<file path="src/rtl/bcorr_pkg.sv">
package bcorr_pkg;

    typedef enum logic [1:0] {
        ST_IDLE  = 2'd0,
        ST_ACCUM = 2'd1,
        ST_FULL  = 2'd2
    } bcorr_state_t;

    // Flat position of upper-triangle entry (lo,hi), lo <= hi, in an n x n matrix
    function automatic int tri_index(input int lo, input int hi, input int n);
        return lo * n - (lo * (lo - 1)) / 2 + (hi - lo);
    endfunction

endpackage

</file>
<file path="src/rtl/bcorr_symsel.sv">
module bcorr_symsel #(
    parameter int K = 4
) (
    input  logic             src_sel,
    input  logic [K-1:0]     pilot_cur,
    input  logic [K-1:0]     pilot_prev,
    input  logic [K-1:0]     det_cur,
    input  logic [K-1:0]     det_prev,
    output logic [2*K-1:0]   sym_vec
);

    // Index 0..K-1: current bits, K..2K-1: previous bits
    always_comb begin
        if (src_sel)
            sym_vec = {det_prev, det_cur};
        else
            sym_vec = {pilot_prev, pilot_cur};
    end

endmodule

</file>
<file path="src/rtl/bcorr_ctrl.sv">
module bcorr_ctrl
    import bcorr_pkg::*;
#(
    parameter int WIN_LEN = 160
) (
    input  logic clk,
    input  logic rst_n,
    input  logic win_start,
    input  logic clr,
    input  logic sym_valid,
    output logic win_active,
    output logic win_full,
    output logic zero_all,
    output logic step_en
);

    localparam int BCW = $clog2(WIN_LEN + 1);
    localparam logic [BCW-1:0] LAST_BIT = BCW'(WIN_LEN - 1);

    bcorr_state_t state_q, state_d;
    logic [BCW-1:0] bit_cnt_q;
    logic           last_bit;

    assign last_bit = (bit_cnt_q == LAST_BIT);

    always_comb begin
        state_d = state_q;
        unique case (state_q)
            ST_IDLE: begin
                if (clr)            state_d = ST_IDLE;
                else if (win_start) state_d = ST_ACCUM;
            end
            ST_ACCUM: begin
                if (clr)                        state_d = ST_IDLE;
                else if (win_start)             state_d = ST_ACCUM;
                else if (sym_valid && last_bit) state_d = ST_FULL;
            end
            ST_FULL: begin
                if (clr)            state_d = ST_IDLE;
                else if (win_start) state_d = ST_ACCUM;
            end
            default: state_d = ST_IDLE;
        endcase
    end

    always_ff @(posedge clk or negedge rst_n) begin
        if (!rst_n)
            state_q <= ST_IDLE;
        else
            state_q <= state_d;
    end

    always_comb begin
        win_active = (state_q == ST_ACCUM);
        win_full   = (state_q == ST_FULL);
        zero_all   = clr | win_start;
        step_en    = sym_valid & (state_q == ST_ACCUM) & ~clr & ~win_start;
    end

    always_ff @(posedge clk or negedge rst_n) begin
        if (!rst_n)
            bit_cnt_q <= '0;
        else if (zero_all)
            bit_cnt_q <= '0;
        else if (step_en)
            bit_cnt_q <= bit_cnt_q + 1'b1;
    end

endmodule

</file>
<file path="src/rtl/bcorr_pair_cell.sv">
module bcorr_pair_cell #(
    parameter int W       = 8,
    parameter bit IS_DIAG = 1'b0
) (
    input  logic                clk,
    input  logic                rst_n,
    input  logic                zero_all,
    input  logic                step_en,
    input  logic                sym_a,
    input  logic                sym_b,
    output logic signed [W-1:0] cnt
);

    localparam logic signed [W-1:0] MAXV = {1'b0, {(W-1){1'b1}}};
    localparam logic signed [W-1:0] MINV = {1'b1, {(W-1){1'b0}}};

    logic dir_up;

    generate
        if (IS_DIAG) begin : g_diag
            // a symbol times itself is always +1
            logic unused_syms;
            assign unused_syms = sym_a & sym_b;
            assign dir_up      = 1'b1 | unused_syms;
        end else begin : g_pair
            assign dir_up = ~(sym_a ^ sym_b);
        end
    endgenerate

    always_ff @(posedge clk or negedge rst_n) begin
        if (!rst_n)
            cnt <= '0;
        else if (zero_all)
            cnt <= '0;
        else if (step_en) begin
            if (dir_up && cnt != MAXV)
                cnt <= cnt + 1'b1;
            else if (!dir_up && cnt != MINV)
                cnt <= cnt - 1'b1;
        end
    end

endmodule

</file>
<file path="src/rtl/bcorr_rdmux.sv">
module bcorr_rdmux
    import bcorr_pkg::*;
#(
    parameter int N2 = 8,
    parameter int W  = 8,
    parameter int NE = N2 * (N2 + 1) / 2,
    parameter int IW = $clog2(N2)
) (
    input  logic [NE*W-1:0]     cnt_flat,
    input  logic [IW-1:0]       rd_row,
    input  logic [IW-1:0]       rd_col,
    output logic signed [W-1:0] rd_data
);

    int lo, hi, pos;

    always_comb begin
        if (rd_row <= rd_col) begin
            lo = int'(rd_row);
            hi = int'(rd_col);
        end else begin
            lo = int'(rd_col);
            hi = int'(rd_row);
        end
        pos = tri_index(lo, hi, N2);
        if (hi < N2)
            rd_data = cnt_flat[pos*W +: W];
        else
            rd_data = '0;
    end

endmodule

</file>
<file path="src/rtl/bitcorr_accum.sv">
module bitcorr_accum
    import bcorr_pkg::*;
#(
    parameter int K       = 4,
    parameter int W       = 8,
    parameter int WIN_LEN = 160,
    localparam int N2     = 2 * K,
    localparam int IW     = $clog2(N2)
) (
    input  logic                clk,
    input  logic                rst_n,
    input  logic                win_start,
    input  logic                clr,
    input  logic                sym_valid,
    input  logic                src_sel,
    input  logic [K-1:0]        pilot_cur,
    input  logic [K-1:0]        pilot_prev,
    input  logic [K-1:0]        det_cur,
    input  logic [K-1:0]        det_prev,
    input  logic [IW-1:0]       rd_row,
    input  logic [IW-1:0]       rd_col,
    output logic signed [W-1:0] rd_data,
    output logic                win_active,
    output logic                win_full
);

    localparam int NE = N2 * (N2 + 1) / 2;

    logic [N2-1:0]   sym_vec;
    logic            zero_all;
    logic            step_en;
    logic [NE*W-1:0] cnt_flat;

    bcorr_symsel #(.K(K)) u_symsel (
        .src_sel    (src_sel),
        .pilot_cur  (pilot_cur),
        .pilot_prev (pilot_prev),
        .det_cur    (det_cur),
        .det_prev   (det_prev),
        .sym_vec    (sym_vec)
    );

    bcorr_ctrl #(.WIN_LEN(WIN_LEN)) u_ctrl (
        .clk        (clk),
        .rst_n      (rst_n),
        .win_start  (win_start),
        .clr        (clr),
        .sym_valid  (sym_valid),
        .win_active (win_active),
        .win_full   (win_full),
        .zero_all   (zero_all),
        .step_en    (step_en)
    );

    generate
        for (genvar i = 0; i < N2; i++) begin : g_row
            for (genvar j = i; j < N2; j++) begin : g_col
                localparam int POS = tri_index(i, j, N2);
                logic signed [W-1:0] cell_cnt;
                bcorr_pair_cell #(.W(W), .IS_DIAG(i == j)) u_cell (
                    .clk      (clk),
                    .rst_n    (rst_n),
                    .zero_all (zero_all),
                    .step_en  (step_en),
                    .sym_a    (sym_vec[i]),
                    .sym_b    (sym_vec[j]),
                    .cnt      (cell_cnt)
                );
                assign cnt_flat[POS*W +: W] = cell_cnt;
            end
        end
    endgenerate

    bcorr_rdmux #(.N2(N2), .W(W), .NE(NE), .IW(IW)) u_rdmux (
        .cnt_flat (cnt_flat),
        .rd_row   (rd_row),
        .rd_col   (rd_col),
        .rd_data  (rd_data)
    );

endmodule

</file>
<file path="config.mk">
export PLATFORM = sky130hd
export DESIGN_NAME = bitcorr_accum
export DESIGN_NICKNAME = d
export VERILOG_FILES = /design/src/rtl/bcorr_pkg.sv /design/src/rtl/bcorr_symsel.sv /design/src/rtl/bcorr_ctrl.sv /design/src/rtl/bcorr_pair_cell.sv /design/src/rtl/bcorr_rdmux.sv /design/src/rtl/bitcorr_accum.sv
export SDC_FILE = /design/constraint.sdc
export NUM_CORES = 1
export LEC_CHECK = 0
export ABC_CLOCK_PERIOD_IN_PS = 8800
export BUFFER_PORTS_ARGS = -buffer_cell sky130_fd_sc_hd__buf_4
export CORE_ASPECT_RATIO = 1.75
export CORE_MARGIN = 2
export CORE_UTILIZATION = 65
export DETAILED_ROUTE_END_ITERATION = 8
export HOLD_SLACK_MARGIN = 0.06
export PLACE_DENSITY = 0.83
export SYNTH_ARGS = -nofsm -noshare
export SYNTH_HDL_FRONTEND = slang
export SYNTH_SLANG_ARGS = --single-unit
</file>
<file path="constraint.sdc">
create_clock -name clk -period 8.8 [get_ports clk]
set_input_delay 0.88 -clock clk [delete_from_list [all_inputs] [get_ports clk]]
set_output_delay 0.88 -clock clk [all_outputs]
set_load 0.01 [all_outputs]
</file>
Word level (Yosys, flattened, before mapping)
Index checks and enable logic that the tools add are counted.
{"block": "classes", "n_addsub": 70, "n_mul": 1, "magnitude_cmp": 2, "n_eq_ne": 69, "n_shift": 1, "n_mux": 148, "n_bitwise": 63, "reduce_logical": 133}
{"op": "$mux 8", "n": 140}
{"op": "$ne 8x8->1 const B", "n": 64}
{"op": "$add 8x1->8 const B", "n": 37}
{"op": "$shiftx 288x32->8", "n": 1}
{"op": "$sub 8x1->8 const B", "n": 28}
{"op": "$reduce_bool 3->1", "n": 28}
{"op": "$reduce_and 2->1", "n": 37}
{"op": "$logic_and 1x1->1", "n": 57}
{"op": "$not 1->1", "n": 30}
{"op": "$add 29x1->29", "n": 1}
{"op": "$add 29x29->29", "n": 1}
{"op": "$sub 7x29->29", "n": 1}
{"op": "$xor 1x1->1", "n": 28}
{"op": "$reduce_bool 2->1", "n": 9}
{"op": "$mux 2", "n": 5}
{"op": "$eq 8x8->1 const B", "n": 1}
{"op": "$mul 4x4->8", "n": 1}
{"op": "$mux 3", "n": 2}
{"op": "$and 1x1->1", "n": 4}
{"op": "$lt 3x4->1 const B", "n": 1}
{"op": "$ne 4x3->1 const B", "n": 1}
{"op": "$pmux 2 s2", "n": 1}
{"op": "$sub 3x1->4 const B", "n": 1}
{"op": "$sub 3x3->4", "n": 1}
{"op": "7 further kinds", "n": 7}
{"block": "totals", "register_bits": 298, "input_bits": 28, "out_inout_bits": 10}

Logic depth before layout (Yosys ltp)
Gate-level depths: netlist of run 1.
{"block": "depth", "word_depth": 10, "depth_mapped": 28, "ltp_nobuf": 28}

Hierarchy
A second synthesis of run 1 with hierarchy kept.
{"block": "hier_totals", "cells_unflattened": 3004, "area_unflattened_um2": 28496.1}
{"module": "bcorr_pair_cell (g_row[0].g_col[1].u_cell ...)", "n_inst": 28, "cells_per_inst": 82, "area_per_inst_um2": 742.0, "seq_area_each_um2": 200.2}
{"module": "bcorr_pair_cell (g_row[0].g_col[0].u_cell ...)", "n_inst": 8, "cells_per_inst": 45, "area_per_inst_um2": 444.2, "seq_area_each_um2": 200.2}
{"module": "bcorr_rdmux", "n_inst": 1, "cells_per_inst": 284, "area_per_inst_um2": 3499.6, "seq_area_each_um2": 0.0}
{"module": "bcorr_ctrl", "n_inst": 1, "cells_per_inst": 55, "area_per_inst_um2": 536.8, "seq_area_each_um2": 250.2}
{"module": "bcorr_symsel", "n_inst": 1, "cells_per_inst": 9, "area_per_inst_um2": 131.4, "seq_area_each_um2": 0.0}

Worst setup path before layout of run 1
No wires, ideal clock.
{"block": "synth_timing", "kind": "input to output", "startpoint": "in rd_col[1]", "endpoint": "out rd_data[4]", "arrival_time_ps": 6982, "slack_ps": 938, "path_stages": 26, "n_path_buf": 1, "cell_sequence": "inv_1 > ha_1 > nor2b_1 > o21ai_1 > a32oi_4 > mux2i_1 > ha_1 > inv_1 > ha_1 > nor2_1 > ha_1 > ha_1 > ha_1 > ha_1 > fa_1 > ha_1 > fa_1 > inv_1 > fa_1 > buf_2 > mux4_2 > mux2i_1 > nor3_1 > a221oi_1 > nand4_1 > and3_1"}
{"block": "synth_between", "elab_chain_cells": 10}
{"element": "start: declaration", "line_no": "bitcorr_accum.sv:21", "source": "input logic [IW-1:0] rd_col,"}
{"element": "$le 3x3->1", "line_no": "bcorr_rdmux.sv:18", "source": "if (rd_row <= rd_col) begin"}
{"element": "$mux 3", "line_no": "bcorr_rdmux.sv:18"}
{"element": "$sub 3x1->4", "line_no": "bcorr_pkg.sv:11", "source": "return lo * n - (lo * (lo - 1)) / 2 + (hi - lo);"}
{"element": "$mul 4x4->8", "line_no": "bcorr_pkg.sv:11"}
{"element": "$and 1x1->1 (no source line)"}
{"element": "$add 29x1->29 (no source line)"}
{"element": "$sub 7x29->29", "line_no": "bcorr_pkg.sv:11"}
{"element": "$add 29x29->29", "line_no": "bcorr_pkg.sv:11"}
{"element": "$shiftx 288x32->8", "line_no": "bcorr_rdmux.sv:27", "source": "rd_data = cnt_flat[pos*W +: W];"}
{"element": "$mux 8 *", "line_no": "bcorr_rdmux.sv:26", "source": "if (hi < N2)"}
{"element": "end: declaration", "line_no": "bitcorr_accum.sv:22", "source": "output logic signed [W-1:0] rd_data,"}
Every way passes the cells marked *; elsewhere a longest branch is shown, timed or not.

Final worst setup path of run 1
Same ends and word-level chain as after synthesis.

==> results.yml, run 1 <==
run_status:
  status: "finished, final reports clean"
timing:
  period_minus_slack_ns: 8.42
  fin_crit_sh: 0.957
  relSlewSlack: 0.273
  setup_tns_ns: 0
  hold_viol: 0
  clock_skew_ns: 0.00966
  tightest_slew_ns: 1.09
  setup_viol: 0
  drv_slew: 0
  fmax_ghz: 0.119
  rsz0062_at_grt: "no"
clock_tree:
  post_cts_buffers: 0
  cts_tree: "yes"
  clockBufferDepth: 3
  clk_latency_ns: 0.53
  cts_inserted_buffers: 34
  cts_sinks: 298
  cts-hold-fix-buffers: 0
  cts.reportedPaths.clkPinSlew_ns: 0.07
  root_buffer: "clkbuf_16"
  cts_resized: 0
  htreeDepth: 2
finish:
  postLayoutCellArea_mm2: 0.0279
  layout-drive-gt1-share: 0.104
  fillCellCount: 2989
  nNetsFinal: 3104
  insertedDiodeCount: 0
  area_growth_pct: 5.86
floorplanning:
  rows: 97
  die_area_mm2: 0.0423
  die_w_um: 156
  pin_count: 38
  chipHeight_um: 270
  initial_core_util: 0.658
  core-area_mm2: 0.0401
global_routing:
  top_usage_layer: "met2"
  antenna_found_initial: 1
  grt_pass1_wl_mm: 118
  grt_use_met2: 0.607
  use_met3: 0.0639
  grt_use_total: 0.349
  gr-usage-met1: 0.377
  grt_max_degree: 171
  gr-total-overflow: 0
  grt_pass1_vias: 23600
synthesis:
  synth_edf_count: 0
  ys_ff_latch: 298
  synthDistinctLibCells: 68
  synthCells: 2853
  yosysWarnings: 0
  synthArstFlopShare: 1.00
  syn-num-nets: 3127
  syn_area_per_cell_um2: 9.24
  ys_seq_area_frac: 0.283
  syn_area_mm2: 0.0264
  synth_top_flop_cell: "dfrtp_1"
setup_path:
  crit_family: "adder cells"
  crit_top_cell: "ha_1"
  path_max_fanout: 9
  arrival_ns: 7.54
  worst_setup_path_start_kind: "primary input"
  worst_setup_path_end_kind: "primary output"
  crit_slowest_cell: "fa_2"
  path_class: "in -> out"
  cpPeakStageDelay_ns: 0.67
  critPathRequiredTime_ns: 7.92
  crit_buf_inv: 5
route:
  viasPerCell: 6.72
  wirelength_mm: 72.5
  postRouteAntennaNets: 0
  drc: 0
  dr.pass1.iters: 7
  dr.first_iter.drc_count: 1711
  dr_total_vias: 22500
  routedWlPerCell_um: 21.6
power:
  powerDensity_mw_per_mm2: 188
  ir_drop_v: 0.000266
  leakage_uw: 0.0128
  power.total_uw: 5260
hold_path:
  hold_path.class: "in -> async"
placed_design:
  post-dp-hpwl_mm: 52.1
  dpl_cell_area_mm2: 0.0267
  gp_congestion: 0.937
  numPortBuffers: 37
flow_run:
  max_cap_viol_count: 0
## registers in the layout (all words and copies together), names as in the netlist
signal,count
u_ctrl.state_q,2
g_row.g_col.u_cell.cnt,288
u_ctrl.bit_cnt_q,8
## final timing paths
path	from	endpoint	slack (ns)	depth (start not counted)
worst max-delay path	rd_col[1]	rd_data[4]	0.38	26
worst min-delay path	rst_n	g_row[3].g_col[7].u_cell.cnt[4]	0.49	1
worst max register to register	g_row[0].g_col[4].u_cell.cnt[7]	g_row[0].g_col[4].u_cell.cnt[6]	5.48	10
worst min register to register	u_ctrl.state_q[1]	u_ctrl.state_q[0]	0.49	1
max in group asynchronous	rst_n	g_row[5].g_col[7].u_cell.cnt[2]	6.76	2
min in group clk	u_ctrl.state_q[1]	u_ctrl.state_q[0]	0.49	1
## power by group
part / switching, µW / total, µW / leakage (µW) / internal, µW
combinational: 1360 / 2320 / 0.00813 / 964
sequential: 44.3 / 1440 / 0.00414 / 1390
clock: 611 / 1500 / 0.000562 / 887
total: 2010 / 5260 / 0.0128 / 3250
## kinds of logic after synthesis
kind of cell               Yosys count  synth area share
and+or+nand+nor                   1050             0.198
AOI/OAI and AO/OA                  506             0.128
DFF                                298             0.283
xor gates and xnor gates           256            0.0856
buffers and inverters              254            0.0474
adders and majority gates          246             0.127
muxes                              243             0.132
## metrics by stage
step	setup WS, ns	hold slack (ns)	std cells	utilization
global route	0.0394	0.516	3350	0.697
CTS	0.198	0.492	3350	0.697
floorplan	0.938	0.445	2853	-
global placement	0.405	0.468	3289	0.668
detailed placement	0.234	0.479	3289	0.668
finish	0.378	0.488	3350	0.697
## synthesized netlist by cell type (all sizes together) (6+ instances only)
master,n,area (µm²)
o21ai,90,450
nor4b,28,245
a211oi,6,45.0
o31a,9,78.8
nand4,43,269
nand4b,28,245
nand2,145,547
xor2,59,524
or3,40,360
and3,32,200
o211ai,25,188
buf,75,576
a31oi,6,37.5
nand3,67,335
a21boi,6,45.0
a32o,6,60.1
nor2b,33,206
mux2,25,364
or4,7,52.6
mux2i,146,1490
or2,8,50.1
fa,35,701
o41ai,27,236
o2111ai,9,78.8
a21o,67,503
mux4,72,1620
and2,32,205
xnor2,197,1730
a31o,23,201
a221oi,8,76.3
nor2,468,1810
a21oi,151,756
dfrtp,298,7460
nor3b,11,82.6
nor4,30,188
o21bai,23,173
ha,211,2640
o21a,8,60.1
nand2b,9,56.3
nor3,62,310
clkbuf,41,155
inv,138,518
a22o,31,272
## cell type report
| cell class | count | area, µm² | share of cell area |
|---|---|---|---|
| Timing Repair Buffer | 57 | 460 | 0.0165 |
| Tap cell | 495 | 619 | 0.0222 |
| Multi-Input combinational cell | 2301 | 17700 | 0.634 |
| Sequential cell | 298 | 7460 | 0.267 |
| Clock buffer | 53 | 1060 | 0.0378 |
| Clock inverter | 8 | 98.8 | 0.00354 |
| Inverter | 138 | 518 | 0.0186 |
## layout by cell type, fill, tap and decap left out, types with 23 or more instances in the layout
| cell | netlist | layout |
|---|---|---|
| nor2_1 | 445 | 444 |
| dfrtp_1 | 298 | 298 |
| ha_1 | 211 | 209 |
| xnor2_1 | 196 | 196 |
| a21oi_1 | 151 | 151 |
| nand2_1 | 144 | 144 |
| mux2i_1 | 141 | 140 |
| inv_1 | 138 | 138 |
| o21ai_0 | 89 | 89 |
| mux4_2 | 72 | 72 |
| a21o_1 | 67 | 67 |
| nand3_1 | 67 | 67 |
| nor3_1 | 62 | 61 |
| xor2_1 | 58 | 58 |
| buf_4 | 9 | 54 |
| nand4_1 | 43 | 43 |
| clkbuf_16 | 0 | 37 |
| nor2b_1 | 33 | 33 |
| fa_1 | 35 | 33 |
| and3_1 | 32 | 32 |
| a22o_1 | 31 | 31 |
| and2_1 | 30 | 30 |
| nor4_1 | 30 | 30 |
| nand4b_1 | 28 | 28 |
| nor4b_1 | 28 | 28 |
| o41ai_1 | 27 | 27 |
| o211ai_1 | 25 | 25 |
| a31o_2 | 23 | 23 |
| nor2_2 | 23 | 23 |
| o21bai_1 | 23 | 23 |
## routing by layer
metal / share of wire / vias up / wire length, µm
li1: - / 10200 / -
met1: 0.34 / 11000 / 24900
met2: 0.50 / 926 / 36500
met3: 0.071 / 359 / 5140
met4: 0.082 / 0 / 5970
met5: 0 / - / 0
(Power assumes the default switching activity.)
==> run 2, diff against run 1 <==
--- a/config.mk
+++ b/config.mk
@@ -7,12 +7,16 @@
 export LEC_CHECK = 0
 export ABC_CLOCK_PERIOD_IN_PS = 8800
 export BUFFER_PORTS_ARGS = -buffer_cell sky130_fd_sc_hd__buf_4
+export CAP_MARGIN = 40
+export CELL_PAD_IN_SITES_DETAIL_PLACEMENT = 1
+export CELL_PAD_IN_SITES_GLOBAL_PLACEMENT = 1
 export CORE_ASPECT_RATIO = 1.75
 export CORE_MARGIN = 2
-export CORE_UTILIZATION = 65
+export CORE_UTILIZATION = 52
 export DETAILED_ROUTE_END_ITERATION = 8
 export HOLD_SLACK_MARGIN = 0.06
-export PLACE_DENSITY = 0.83
+export PLACE_DENSITY = 0.84
 export SYNTH_ARGS = -nofsm -noshare
 export SYNTH_HDL_FRONTEND = slang
+export SYNTH_HIERARCHICAL = 1
 export SYNTH_SLANG_ARGS = --single-unit
==> run 2 against run 1 <==
Effect of this change:
- wire length rose by 25%
- largest cell class unchanged
- critical path depth shrank 5
- die area is 34% higher
==> results.yml, run 2 <==
timing:
  fmax_ghz: 0.121
  hold_viol: 0
  whs_ns: 0.236
  period_minus_slack_ns: 8.28
  drv_slew: 0
  relSlewSlack: 0.231
  clock_skew_ns: 0.0154
  setup_tns_ns: 0
  rsz0062_at_grt: "no"
  fin_crit_sh: 0.941
  tightest_slew_ns: 1.15
  layout_setup_ws_ns: 0.516
  setup_viol: 0
flow_run:
  max_cap_viol_count: 0
setup_path:
  arrival_ns: 7.40
  rr_worst_depth: 9
  critPathLaunch: "rd_row[2]"
  worst_setup_path_end_kind: "primary output"
  path_class: "in -> out"
  worst_setup_path_start_kind: "primary input"
  path_max_fanout: 17
  r2r_start: "g_row[5].g_col[7].u_cell/cnt[0]"
  critPathRequiredTime_ns: 7.92
route:
  wirelength_mm: 90.5
  dr.pass1.iters: 7
  viasPerCell: 6.70
  drc: 0
  routedWlPerCell_um: 24.2
  postRouteAntennaNets: 0
  dr.first_iter.drc_count: 1333
  dr_total_vias: 25100
placed_design:
  dp_cells: 3684
  gp_congestion: 0.989
  numPortBuffers: 37
  dpl_cell_area_mm2: 0.0294
  dpl_worst_slack_ns: 0.248
  post-dp-hpwl_mm: 67.6
run_status:
  status: "finished, final reports clean"
finish:
  area_growth_pct: 7.03
  fillCellCount: 6199
  fin_cells: 3741
  top_register: "g_row.g_col.u_cell/cnt"
  largest_reg_flops: 288
  postLayoutCellArea_mm2: 0.0305
  nNetsFinal: 3304
  layout_commonest_cell: "nor2_1"
  layout-drive-gt1-share: 0.144
  most-common-layout-cells: "nor2_1 (345), dfrtp_1 (298), nand2_1 (240)"
  top_regs: "g_row.g_col.u_cell/cnt: 288 flops, u_ctrl/bit_cnt_q: 8 flops, u_ctrl/state_q: 2 flops"
clock_tree:
  root_buffer: "clkbuf_16"
  clockBufferDepth: 3
  post_cts_buffers: 0
  cts_tree: "yes"
  cts-hold-fix-buffers: 0
  cts_sinks: 298
  cts_resized: 0
  htreeDepth: 1
  clk_latency_ns: 0.60
  cts_inserted_buffers: 31
  cts.reportedPaths.clkPinSlew_ns: 0.06
global_routing:
  grt_pass1_wl_mm: 147
  grt_use_total: 0.319
  antenna_found_initial: 2
  gr-total-overflow: 0
  grt_pass1_vias: 27300
  grt_max_degree: 204
floorplanning:
  die_w_um: 181
  chipHeight_um: 314
  core-area_mm2: 0.0543
  initial_core_util: 0.525
  rows: 113
  die_area_mm2: 0.0568
  pin_count: 38
synthesis:
  ys_seq_area_frac: 0.262
  yosysTopAreaCellShare: 0.262
  synth_edf_count: 0
  yosysWarnings: 6
  synth_most_common_cell: "nor2_1"
  ys_ff_latch: 298
  synth_top_flop_cell: "dfrtp_1"
  synth_commonest_cells: "nor2_1 (346), dfrtp_1 (298), nand2_1 (240)"
  synthArstFlopShare: 1.00
  ys_top_cells_by_area: "dfrtp_1 (26%), ha_1 (9.2%), mux4_2 (7.0%)"
  syn_area_mm2: 0.0285
  synthCells: 3004
  synth_top_cell_by_area: "dfrtp_1"
  synthDistinctLibCells: 61
  syn_area_per_cell_um2: 9.49
power:
  powerDensity_mw_per_mm2: 163
  leakage_uw: 0.0132
  ir_drop_v: 0.000291
hold_path:
  hold_path.class: "in -> async"
-- run 2: path summary, 6_finish.rpt --
check                                                  endpoint  slack [ns]
min in group clk                            u_ctrl/bit_cnt_q[1]        0.55
worst max register to register  g_row[5].g_col[7].u_cell/cnt[7]        5.48
worst min register to register              u_ctrl/bit_cnt_q[1]        0.55
worst max-delay path                                 rd_data[2]        0.52
worst min-delay path            g_row[2].g_col[7].u_cell/cnt[6]        0.24
max in group asynchronous       g_row[1].g_col[3].u_cell/cnt[6]        6.65
-- run 2: cells by family after synthesis --
| group | synth area share |
|---|---|
| adders and majority gates | 0.119 |
| buffers and inverters | 0.0368 |
| DFF | 0.262 |
| AOI/OAI and AO/OA | 0.189 |
| other | 0.000264 |
| muxes | 0.146 |
| and+or+nand+nor | 0.216 |
| xor gates and xnor gates | 0.0306 |
-- run 2: final cells by class --
class	count	area, µm²	area share
flip-flops and latches	298	7460	0.245
multi-input cells	2488	20000	0.657
inverters	157	597	0.0196
well taps	690	863	0.0283
repair buffers	52	503	0.0165
clock inverters	15	199	0.00652
diodes	1	2.50	0.0000820
clock buffers	40	840	0.0275
-- run 2: metrics by stage --
step | total power (µW) | utilization
finish | 4980 | 0.562
global route | 5270 | 0.562
CTS | 4970 | 0.561
detailed placement | 3560 | 0.542
global placement | 3390 | 0.540
floorplan | 3080 | -
-- run 2: worst max-delay path: stages --
cell,delay [ns]
buf_4,0.13
ha_1,0.37
and3_1,0.25
a21oi_4,0.27
mux2i_1,0.23
buf_4,0.17
ha_1,0.23
nor2_1,0.14
ha_1,0.27
fa_1,0.52
fa_1,0.47
xor2_1,0.19
ha_1,0.31
fa_1,0.51
inv_1,0.08
fa_1,0.85
or3_1,0.51
nor3_2,0.37
a211oi_1,0.15
nor3_1,0.31
buf_4,0.19
-- run 2: per-layer routing --
layer / global-route usage / vias to the layer above / share of wire
met5: 0 / - / 0.00043
met4: 0.192 / 6 / 0.066
met3: 0.0531 / 311 / 0.052
met2: 0.589 / 778 / 0.52
met1: 0.338 / 12700 / 0.36
li1: - / 11300 / -
-- run 2: report_power, final --
part / internal (µW) / switching (µW) / leakage [µW]
Clock: 790 / 615 / 0.000492
Sequential: 1380 / 24.2 / 0.00416
Combinational: 874 / 1300 / 0.00851
